## src/rtl/unlock_pkg.sv

```systemverilog
package unlock_pkg;
  localparam int DW = 32;
  localparam int AW = 3;

  localparam logic [AW-1:0] A_RAMCFG = 3'd0;
  localparam logic [AW-1:0] A_LEVEL  = 3'd1;
  localparam logic [AW-1:0] A_DMACFG = 3'd2;
  localparam logic [AW-1:0] A_SEED   = 3'd3;
  localparam logic [AW-1:0] A_SECRET = 3'd4;

  localparam logic [DW-1:0] DMA_KEY  = 32'h0000_0807;
  localparam logic [DW-1:0] LVL_NONE = 32'h0000_3020;
  localparam logic [DW-1:0] LVL_DES  = 32'h0000_1020;
  localparam logic [DW-1:0] LVL_FULL = 32'h0000_1120;
  localparam logic [DW-1:0] LFSR_TAP = 32'h8008_0125;
  localparam int            STEP_BASE = 257;
  localparam int            LVL_GATE_BIT = 5;

  typedef enum logic [1:0] {
    ST_IDLE = 2'd0,
    ST_RUN  = 2'd1,
    ST_OPEN = 2'd2,
    ST_LOCK = 2'd3
  } unlock_state_t;

  function automatic logic [DW-1:0] lfsr_step(input logic [DW-1:0] a);
    return {a[DW-2:0], ^(a & LFSR_TAP)};
  endfunction
endpackage

```

## src/rtl/lfsr_stepper.sv

```systemverilog
module lfsr_stepper
  import unlock_pkg::*;
#(
  parameter int CW = 10
) (
  input  logic          clk,
  input  logic          rst_n,
  input  logic          start,
  input  logic [DW-1:0] start_val,
  input  logic [CW-1:0] steps,
  output logic          busy,
  output logic [DW-1:0] value
);
  logic [CW-1:0] cnt_q, cnt_d;
  logic [DW-1:0] val_q, val_d;
  logic          en;

  assign busy  = (cnt_q != '0);
  assign value = val_q;
  assign en    = start | busy;

  always_comb begin
    cnt_d = cnt_q;
    val_d = val_q;
    if (start) begin
      cnt_d = steps;
      val_d = start_val;
    end else if (busy) begin
      cnt_d = cnt_q - CW'(1);
      val_d = lfsr_step(val_q);
    end
  end

  always_ff @(posedge clk or negedge rst_n) begin
    if (!rst_n) begin
      cnt_q <= '0;
      val_q <= '0;
    end else if (en) begin
      cnt_q <= cnt_d;
      val_q <= val_d;
    end
  end


  start_busy_chk: assert property (@(posedge clk) disable iff (!rst_n)
    (start && steps != '0) |=> busy);

  busy_end_chk: assert property (@(posedge clk) disable iff (!rst_n)
    (busy && !start) |=> (value == lfsr_step($past(value))));
endmodule

```

## src/rtl/unlock_seq_fsm.sv

```systemverilog
module unlock_seq_fsm
  import unlock_pkg::*;
#(
  parameter int                   NUM_SIG = 13,
  parameter int                   CW      = 10,
  parameter logic [DW-1:0]        SEED    = 32'h1234_5678,
  parameter logic [8*NUM_SIG-1:0] CARD_ID = '0
) (
  input  logic          clk,
  input  logic          rst_n,
  input  logic          sec_wr,
  input  logic [DW-1:0] wdata,
  input  logic          busy,
  input  logic [DW-1:0] cur_val,
  output logic          start,
  output logic [DW-1:0] start_val,
  output logic [CW-1:0] steps,
  output unlock_state_t state
);
  localparam int           IW   = $clog2(NUM_SIG + 1);
  localparam logic [IW-1:0] LAST = IW'(NUM_SIG - 1);

  unlock_state_t st_q, st_d;
  logic [IW-1:0] idx_q, idx_d, id_sel;
  logic          upd;

  assign state = st_q;
  assign upd   = sec_wr;

  always_comb begin
    st_d      = st_q;
    idx_d     = idx_q;
    start     = 1'b0;
    start_val = cur_val;
    id_sel    = idx_q;
    case (st_q)
      ST_IDLE: if (sec_wr && wdata == '0) begin
        st_d      = ST_RUN;
        idx_d     = '0;
        id_sel    = '0;
        start     = 1'b1;
        start_val = SEED;
      end
      ST_RUN: if (sec_wr) begin
        if (busy || wdata != cur_val) begin
          st_d = ST_LOCK;
        end else if (idx_q == LAST) begin
          st_d = ST_OPEN;
        end else begin
          idx_d  = idx_q + IW'(1);
          id_sel = idx_q + IW'(1);
          start  = 1'b1;
        end
      end
      ST_OPEN: if (sec_wr) st_d = ST_LOCK;
      default: ;
    endcase
  end

  assign steps = CW'(CARD_ID[int'(id_sel)*8 +: 8]) + CW'(STEP_BASE);

  always_ff @(posedge clk or negedge rst_n) begin
    if (!rst_n) begin
      st_q  <= ST_IDLE;
      idx_q <= '0;
    end else if (upd) begin
      st_q  <= st_d;
      idx_q <= idx_d;
    end
  end


  lock_sticky_chk: assert property (@(posedge clk) disable iff (!rst_n)
    (st_q == ST_LOCK) |=> (st_q == ST_LOCK));

  busy_write_chk: assert property (@(posedge clk) disable iff (!rst_n)
    (st_q == ST_RUN && sec_wr && busy) |=> (st_q == ST_LOCK));

  reunlock_chk: assert property (@(posedge clk) disable iff (!rst_n)
    (st_q == ST_OPEN && sec_wr) |=> (st_q == ST_LOCK));

  open_entry_chk: assert property (@(posedge clk) disable iff (!rst_n)
    (st_q == ST_RUN && sec_wr && !busy && wdata == cur_val && idx_q == LAST)
      |=> (st_q == ST_OPEN));
endmodule

```

## src/rtl/unlock_ctrl.sv

```systemverilog
module unlock_ctrl
  import unlock_pkg::*;
#(
  parameter int                   NUM_SIG = 13,
  parameter logic [DW-1:0]        SEED    = 32'h1234_5678,
  parameter logic [8*NUM_SIG-1:0] CARD_ID = 104'hFF_5A_3C_00_81_7E_12_C4_09_E7_66_20_00
) (
  input  logic          clk,
  input  logic          rst_n,
  input  logic          wr_en,
  input  logic          rd_en,
  input  logic [AW-1:0] addr,
  input  logic [DW-1:0] wdata,
  input  logic          full_strap,
  output logic [DW-1:0] rdata,
  output logic          busy
);
  localparam int CW = $clog2(255 + STEP_BASE + 1);

  logic [1:0]    rst_sync_q;
  logic          rst_int_n;
  logic [DW-1:0] ram_q, dma_q, level, cur_val, start_val;
  logic          ram_we, dma_we, sec_wr, start;
  logic [CW-1:0] steps;
  unlock_state_t state;

  always_ff @(posedge clk or negedge rst_n) begin
    if (!rst_n) rst_sync_q <= 2'b00;
    else        rst_sync_q <= {rst_sync_q[0], 1'b1};
  end
  assign rst_int_n = rst_sync_q[1];

  assign ram_we = wr_en && (addr == A_RAMCFG);
  assign dma_we = wr_en && (addr == A_DMACFG);
  assign sec_wr = wr_en && (addr == A_SECRET) && (dma_q == DMA_KEY);

  always_ff @(posedge clk or negedge rst_int_n) begin
    if (!rst_int_n) begin
      ram_q <= '0;
      dma_q <= '0;
    end else begin
      if (ram_we) ram_q <= wdata;
      if (dma_we) dma_q <= wdata;
    end
  end

  unlock_seq_fsm #(
    .NUM_SIG(NUM_SIG), .CW(CW), .SEED(SEED), .CARD_ID(CARD_ID)
  ) u_fsm (
    .clk(clk), .rst_n(rst_int_n), .sec_wr(sec_wr), .wdata(wdata),
    .busy(busy), .cur_val(cur_val), .start(start), .start_val(start_val),
    .steps(steps), .state(state)
  );

  lfsr_stepper #(.CW(CW)) u_step (
    .clk(clk), .rst_n(rst_int_n), .start(start), .start_val(start_val),
    .steps(steps), .busy(busy), .value(cur_val)
  );

  always_comb begin
    level = '0;
    if (ram_q[LVL_GATE_BIT]) begin
      case (state)
        ST_OPEN: level = full_strap ? LVL_FULL : LVL_DES;
        ST_LOCK: level = '0;
        default: level = LVL_NONE;
      endcase
    end
  end

  always_comb begin
    rdata = '0;
    if (rd_en) begin
      case (addr)
        A_RAMCFG: rdata = ram_q;
        A_LEVEL:  rdata = level;
        A_DMACFG: rdata = dma_q;
        A_SEED:   rdata = SEED;
        default:  rdata = '0;
      endcase
    end
  end


  key_gate_chk: assert property (@(posedge clk) disable iff (!rst_int_n)
    (wr_en && addr == A_SECRET && dma_q != DMA_KEY && !busy) |=> ($stable(state) && !busy));

  level_gate_chk: assert property (@(posedge clk) disable iff (!rst_int_n)
    (rd_en && addr == A_LEVEL && !ram_q[LVL_GATE_BIT]) |-> (rdata == '0));
endmodule

```

## config.mk

```make
export PLATFORM = sky130hd
export DESIGN_NAME = unlock_ctrl
export DESIGN_NICKNAME = d
export VERILOG_FILES = /design/src/rtl/unlock_pkg.sv /design/src/rtl/lfsr_stepper.sv /design/src/rtl/unlock_seq_fsm.sv /design/src/rtl/unlock_ctrl.sv
export SDC_FILE = /design/constraint.sdc
export NUM_CORES = 1
export LEC_CHECK = 0
export BUFFER_PORTS_ARGS = -buffer_cell sky130_fd_sc_hd__buf_2
export CAP_MARGIN = 20
export CORE_MARGIN = 2
export CORE_UTILIZATION = 42
export DETAILED_ROUTE_END_ITERATION = 10
export PLACE_DENSITY = 0.65
export SLEW_MARGIN = 20
export SYNTH_ARGS = -nofsm -noshare
export SYNTH_HDL_FRONTEND = slang
export SYNTH_HIERARCHICAL = 1
export SYNTH_SLANG_ARGS = --single-unit
```

## constraint.sdc

```tcl
create_clock -name clk -period 7.9 [get_ports clk]
set_clock_uncertainty 0.2 [all_clocks]
set_input_delay 0.79 -clock clk [delete_from_list [all_inputs] [get_ports clk]]
set_output_delay 0.79 -clock clk [all_outputs]
set_load 0.03 [all_outputs]
```

==> run_results.csv, run 1 <==
group,metric,value,unit
status,status,"complete, no violations",
setup_path,crit_arrival,6280,ps
setup_path,crit_fanout,37,
setup_path,crit_type,"input port to flip-flop",
timing,min_period_over_period,78.71,%
clock_tree,postCtsSetupBuffers,0,
placed_design,gp_congestion,0.8804,
floorplan,die_area,17540,um2
timing,tightestPinTransition,952.3,ps
setup_path,endpoint_kind,"flip-flop",
cells_and_area,drive_above_1_share,27.93,%
drt,dr.pass1.iters,5,
logic_synthesis,synth_fp_nets,728,
drt,wire_per_inst,18.11,um
logic_synthesis,synth_edf_count,0,
setup_path,rrSetupSlack,2350,ps
cells_and_area,fillCellCount,1479,
setup_path,rr_worst_depth,20,
pwr,p_leak,0.003547,uW
worst_hold_path,whs_endpoint,"rst_sync_q[1]$_DFF_PN0_",
logic_synthesis,yosysWarnings,6,
clock_tree,numCtsBuffers,17,
logic_synthesis,synth_top_area_share,41.18,%
timing,hold_viol,0,
timing,finalSetupViolCount,0,
timing,max_freq,160.8,MHz
flow_run,maxCapViolCount,0,
grt,grt_max_degree,59,
floorplan,chipHeight,132.4,um
grt,grt_pass1_wl,29200,um
setup_path,r2r-start,"dma_q[19]$_DFFE_PN0P_",
pwr,powerDensity,202.6,nW/um2
timing,post-route-min-period,6218,ps
grt,grt_usage,20.82,%
worst_hold_path,worstHoldStart,"rst_sync_q[0]$_DFF_PN0_",
drt,viasPerCell,5.488,
floorplan,die_w,132.4,um
drt,drc,0,
timing,slew_headroom,36.37,%
timing,slew_violations,0,
grt,antenna_found_initial,0,
logic_synthesis,syn_avg_cell_area,10.26,um2
logic_synthesis,yosys.area.top_type,"dfrtp_1",
logic_synthesis,ys_ff_latch,114,
grt,grt-ovfl-total,0,
floorplan,io_pins,73,
floorplan,initial_core_util,43.29,%
cells_and_area,antenna-diode-count,0,
grt,grt_pass1_vias,5386,
logic_synthesis,yosys-top-cells-area,"dfrtp_1 41%, mux2_2 10%, mux2i_1 7.7%",
clock_tree,clock_latency,420,ps
logic_synthesis,synth_area,6927,um2
logic_synthesis,async_flop_share,100.0,%
floorplan,rows,46,
placed_design,dpl.hpwl,12470,um
timing,rsz0062_at_grt,"no",
floorplan,coreArea,16000,um2
logic_synthesis,netlist_instances,675,
pwr,ir_drop,0.0001483,V
clock_tree,cts-htree-levels,4,
cells_and_area,nNetsFinal,792,
clock_tree,cts_tree,"built",
setup_path,required,7960,ps
worst_hold_path,hold_class,"flip-flop to flip-flop",
timing,tns,0,ps
logic_synthesis,ys_seq_area_share,41.18,%
clock_tree,numClockSinks,114,
cells_and_area,final_util,49.48,%
drt,routed-via-count,5312,
worst_hold_path,hold_path_depth,0,
drt,drt_iter0_drc,473,
drt,wirelength,17530,um
clock_tree,clock-root-buffer,"clkbuf_16",
clock_tree,clkTransAtPathRegs,60,ps
clock_tree,clock_path_buffers,2,
placed_design,port_buffers,72,
logic_synthesis,dominantRegCellSynth,"dfrtp_1",
setup_path,cp-start-kind,"input port",
logic_synthesis,yosysUniqueCellTypes,76,
cells_and_area,areaGrowthSynthToFinish,14.29,%
drt,final_antenna_net_count,0,
setup_path,timing.rr.end,"u_step/cnt_q[8]$_DFFE_PN0P_",
==> registers in the layout (all words and copies together), names as in the netlist <==
| signal | cells |
|---|---|
| ram_q | 32 |
| u_fsm/state | 2 |
| dma_q | 32 |
| u_step/cnt_q | 10 |
| rst_sync_q | 2 |
| u_step/value | 32 |
| u_fsm/idx_q | 4 |
==> per-layer routing <==
layer | routed length, um | track usage, % | vias up
li1 | - | - | 2505
met1 | 8038 | 28.90 | 2628
met2 | 8381 | 33.33 | 163
met3 | 912 | 4.559 | 16
met4 | 199 | 5.018 | 0
met5 | 0 | 0 | -
==> what timing repair did <==
action,CTS,global route
hold buffers,1,0
hold endpoints to repair,2,0
setup endpoints to repair,0,0
gates resized for setup,0,0
==> per-stage QoR <==
| stage | hold WS, ps | cells | area (um2) | total power (uW) | worst slack, ps |
|---|---|---|---|---|---|
| final | 160.6 | 968 | 7916 | 1604 | 1682 |
| after global routing | 168.8 | 968 | 7916 | 1673 | 1157 |
| after CTS | 164.6 | 968 | 7916 | 1616 | 1746 |
| after detailed placement | 143.4 | 935 | 7367 | 913.4 | 1317 |
| after global placement | 137.7 | 935 | 7367 | 902.6 | 1604 |
| after floorplan | 131.2 | 675 | 6927 | 842.2 | 2681 |
==> synth_stat cells, drive strengths merged (2+ instances only) <==
cell type	number
a31oi	3
a21oi	25
buf	21
inv	17
nand4	6
nand2	65
nor4b	2
nor2b	22
a22o	3
or3	4
nor2	46
o22ai	3
nor3	12
and3	2
or4b	2
nand3	8
mux2	66
mux2i	53
nand2b	4
o21ai	55
a21boi	3
xnor2	11
dfrtp	114
a21o	2
nor4	20
or2	16
clkbuf	13
ha	13
nor4bb	3
or4	2
xor2	33
o31ai	3
==> power breakdown <==
group | internal [uW] | total [uW] | switching, uW
Combinational | 94.0 | 191 | 96.8
Sequential | 658 | 714 | 56.8
Clock | 403 | 698 | 295
==> cell families (layout without fill, tap and decap cells) <==
family	after synthesis	after routing	share of synthesized area (%)
xor gates and xnor gates	45	45	5.889
adders and majority gates	13	13	2.348
and+or+nand+nor	221	221	17.36
DFF	114	114	41.19
buffers and inverters	52	129	4.552
AOI/OAI and AO/OA	109	109	9.845
other	1	1	0.05414
muxes	120	120	18.77
==> how the worst max path moves through the flow <==
| stage | start | end | slack [ps] | cells past startpoint |
|---|---|---|---|---|
| final | addr[1] | u_step/cnt_q[8]$_DFFE_PN0P_ | 1680 | 21 |
| after global routing | addr[1] | u_step/cnt_q[8]$_DFFE_PN0P_ | 1160 | 21 |
| after CTS | addr[1] | u_step/cnt_q[8]$_DFFE_PN0P_ | 1750 | 21 |
| after detailed placement | addr[1] | u_step/cnt_q[8]$_DFFE_PN0P_ | 1320 | 21 |
| after global placement | addr[1] | u_step/cnt_q[8]$_DFFE_PN0P_ | 1600 | 21 |
| after floorplan | addr[0] | u_step/cnt_q[8]$_DFFE_PN0P_ | 2680 | 21 |
==> critical path, cell delays in order <==
cell and delay [ps]:
buf_2 390, nor2_1 750, nand3_1 150, nor4_1 310
buf_4 200, nor4bb_1 210, nand4_1 180, nor3_4 150
buf_4 360, a2bb2oi_2 270, o211a_1 380, ha_1 300
or3b_1 410, a21boi_0 160, a21boi_0 240, ha_1 220
inv_1 80, nor2_1 90, or4b_1 430, nand2_1 70
o21ai_0 90
==> area by class of cell <==
cell class / instances / area, um2 / area share [%]
Multi-Input combinational cell: 509 / 3766 / 47.57
Sequential cell: 114 / 2856 / 36.08
Clock buffer: 18 / 429.2 / 5.421
Timing Repair Buffer: 79 / 415.4 / 5.247
Tap cell: 216 / 270.3 / 3.414
Clock inverter: 14 / 110.1 / 1.391
Inverter: 18 / 68.82 / 0.8693
==> cells in the final DEF, fill, tap and decap left out, drive strengths merged, types with 12 or more instances in the layout <==
cell type and instances:
inv 20, nor3 12, buf 78, nor4 20, mux2i 53, or2 16, o21ai 55, ha 13
nor2 46, nand2 65, clkbuf 18, xor2 33, a21oi 25, mux2 66, dfrtp 114, nor2b 22
(Power assumes the default switching activity.)
==> run 2, diff against run 1 <==
PLACE_DENSITY = 0.68   (was 0.65)
clock period = 5.3 ns   (was 7.9 ns; I/O delays follow)
==> run 2 against run 1 <==
First-iteration DRC count fell by 22%. Global-route usage fell by 0.88 points. Die area did not move. Core utilization rose by 1.2 points. Hold slack got worse by 3.6 ps. Cell count rose by 1.4%. Wire length fell by 3.5%. Critical path type is now flip-flop to flip-flop.
==> run_results.csv, run 2 (same netlist as run 1, synthesis figures left out) <==
group,metric,value,unit
clock_tree,clock-root-buffer,"clkbuf_16",
clock_tree,clock_latency,420,ps
timing,slew_violations,0,
pwr,p_leak,0.003667,uW
placed_design,gp_congestion,0.8474,
grt,grt_pass1_vias,5128,
pwr,pwr-share-comb,11.6,%
timing,rsz0062_at_grt,"no",
drt,drt_iter0_drc,367,
setup_path,crit_chain,"inv_1 -> ha_1 -> nor4b_4 -> and3_4 -> inv_2 -> nor2_1 -> nand4_1 -> nor3_4 -> and2_1 -> mux2i_1 -> or2_2 -> inv_1 -> ha_2 -> or3b_1 -> a21boi_0 -> a21boi_1 -> ha_1 -> inv_1 -> nor2_1 -> or4b_1 -> nand2_1 -> o21ai_0",
drt,wire_per_inst,17.22,um
cells_and_area,layout_common_cells,"113 x dfrtp_1, 72 x buf_2, 65 x nand2_1, 63 x mux2_2, 53 x mux2i_1",
worst_hold_path,hold_path_depth,0,
floorplan,chipHeight,132.4,um
pwr,power_frac_clock,45.1,%
pwr,powerDensity,303.7,nW/um2
status,status,"complete, no violations",
cells_and_area,drive_above_1_share,30.03,%
clock_tree,numClockSinks,114,
cells_and_area,areaGrowthSynthToFinish,16.96,%
floorplan,die_area,17540,um2
drt,drc,0,
timing,post-route-min-period,4857,ps
cells_and_area,nNetsFinal,806,
grt,grt-ovfl-total,0,
setup_path,crit_arrival,4950,ps
clock_tree,cts_tree,"built",
setup_path,rr_worst_depth,22,
setup_path,cp-start-kind,"flip-flop",
worst_hold_path,worstHoldStart,"rst_sync_q[0]$_DFF_PN0_",
timing,hold_viol,0,
drt,dr.pass1.iters,5,
setup_path,r2r-start,"u_step/cnt_q[0]$_DFFE_PN0P_",
clock_tree,clock_path_buffers,2,
pwr,pwr-share-seq,43.3,%
floorplan,coreArea,16000,um2
setup_path,crit_top_cell,"inv_1",
pwr,switching_share,27.69,%
setup_path,slowest_delay,430,ps
timing,tightestPinTransition,962.9,ps
floorplan,die_w,132.4,um
pwr,power_switching,681.3,uW
setup_path,crit_type,"flip-flop to flip-flop",
setup_path,timing.rr.end,"u_step/cnt_q[8]$_DFFE_PN0P_",
worst_hold_path,whs_endpoint,"rst_sync_q[1]$_DFF_PN0_",
pwr,ir_drop,0.0002466,V
setup_path,endpoint_kind,"flip-flop",
timing,slew_headroom,35.65,%
cells_and_area,fillCellCount,1534,
grt,grt_pass1_wl,27710,um
drt,wirelength,16910,um
timing,min_period_over_period,91.64,%
flow_run,maxCapViolCount,0,
timing,finalSetupViolCount,0,
timing,max_freq,205.9,MHz
clock_tree,clkTransAtPathRegs,60,ps
setup_path,rrSetupSlack,440,ps
drt,final_antenna_net_count,0,
cells_and_area,final_util,50.63,%
worst_hold_path,hold_class,"flip-flop to flip-flop",
setup_path,crit_fanout,5,
setup_path,required,5390,ps
floorplan,io_pins,73,
timing,tns,0,ps
clock_tree,cts-htree-levels,4,
cells_and_area,layout_commonest_cell,"dfrtp_1",
floorplan,rows,46,
grt,grt_usage,19.94,%
setup_path,cp_slowest_cell,"or4b_1",
grt,antenna_found_initial,1,
pwr,internal_power,1779,uW
placed_design,port_buffers,72,
cells_and_area,antenna-diode-count,0,
drt,routed-via-count,5299,
timing,hold_ws,157.0,ps
floorplan,initial_core_util,43.29,%
cells_and_area,seqCellArea,2856,um2
drt,viasPerCell,5.396,
clock_tree,numCtsBuffers,17,
placed_design,dpl.hpwl,11980,um
grt,grt_max_degree,63,
cells_and_area,multi_input_area,3811,um2
==> run 2: cell count changes in the layout (fill, tap and decap cells not counted), sizes merged <==
cell / delta
bufinv: +1
clkinv: -2
buf: +14
clkinvlp: -2
inv: +4
clkbuf: -1
==> run 2: worst max-delay path, delay by kind of cell (launching register included) <==
kind	cells	cell delay, ps
simple gates	11	2690
fa+ha+maj	3	630
compound gates	3	380
flops	1	370
buf+inv	4	330
mux	1	130
==> run 2: worst max path at each step <==
| stage | from | to | slack, ps | depth (start not counted) |
|---|---|---|---|---|
| after floorplan | addr[0] | u_step/cnt_q[8]$_DFFE_PN0P_ | 340 | 21 |
| after global placement | wr_en | u_step/cnt_q[8]$_DFFE_PN0P_ | 290 | 21 |
| after detailed placement | wr_en | u_step/cnt_q[8]$_DFFE_PN0P_ | 80 | 21 |
| after CTS | dma_q[27]$_DFFE_PN0P_ | u_step/cnt_q[8]$_DFFE_PN0P_ | 220 | 20 |
| after global routing | u_step/cnt_q[0]$_DFFE_PN0P_ | u_step/cnt_q[8]$_DFFE_PN0P_ | 20 | 22 |
| final | u_step/cnt_q[0]$_DFFE_PN0P_ | u_step/cnt_q[8]$_DFFE_PN0P_ | 440 | 22 |
==> run 2: per-layer routing <==
metal	vias up	global-route usage (%)	part of all wire [%]
met2	139	30.77	46
met5	-	0	0
met1	2607	28.11	47
li1	2530	-	-
met4	0	5.496	1.4
met3	23	4.789	5.1
==> run 2: what timing repair did <==
action                                  in CTS  in global routing
hold buffers                                 1                  0
endpoints found under the setup margin       0                  3
hold endpoints to repair                     2                  0
gates resized for setup                      0                  8
setup buffers                                0                  5
==> run 2: metrics by stage <==
stage                     power, uW  cell area (um2)  setup slack, ps  instances
after CTS                      2474             8019            216.7        977
final                          2461             8102            442.9        982
after floorplan                1255             6927            340.9        675
after detailed placement       1355             7435            82.74        944
after global routing           2558             8102            15.49        982
after global placement         1348             7435            291.2        944
==> run 2: cell type report <==
type,count,share of cell area [%]
Inverter,18,0.8494
Timing Repair Buffer,93,6.425
Tap cell,216,3.336
Multi-Input combinational cell,509,47.04
Clock inverter,15,1.838
Sequential cell,114,35.26
Clock buffer,17,5.251
==> run 2: power groups by stage <==
stage | logic [uW] | clock network [uW] | registers (uW)
5_1_grt | 311 | 1160 | 1080
2_1_floorplan | 202 | 0 | 1050
3_5_place_dp | 281 | 0 | 1070
3_3_place_gp | 276 | 0 | 1070
6_report | 286 | 1110 | 1060
4_1_cts | 284 | 1130 | 1060
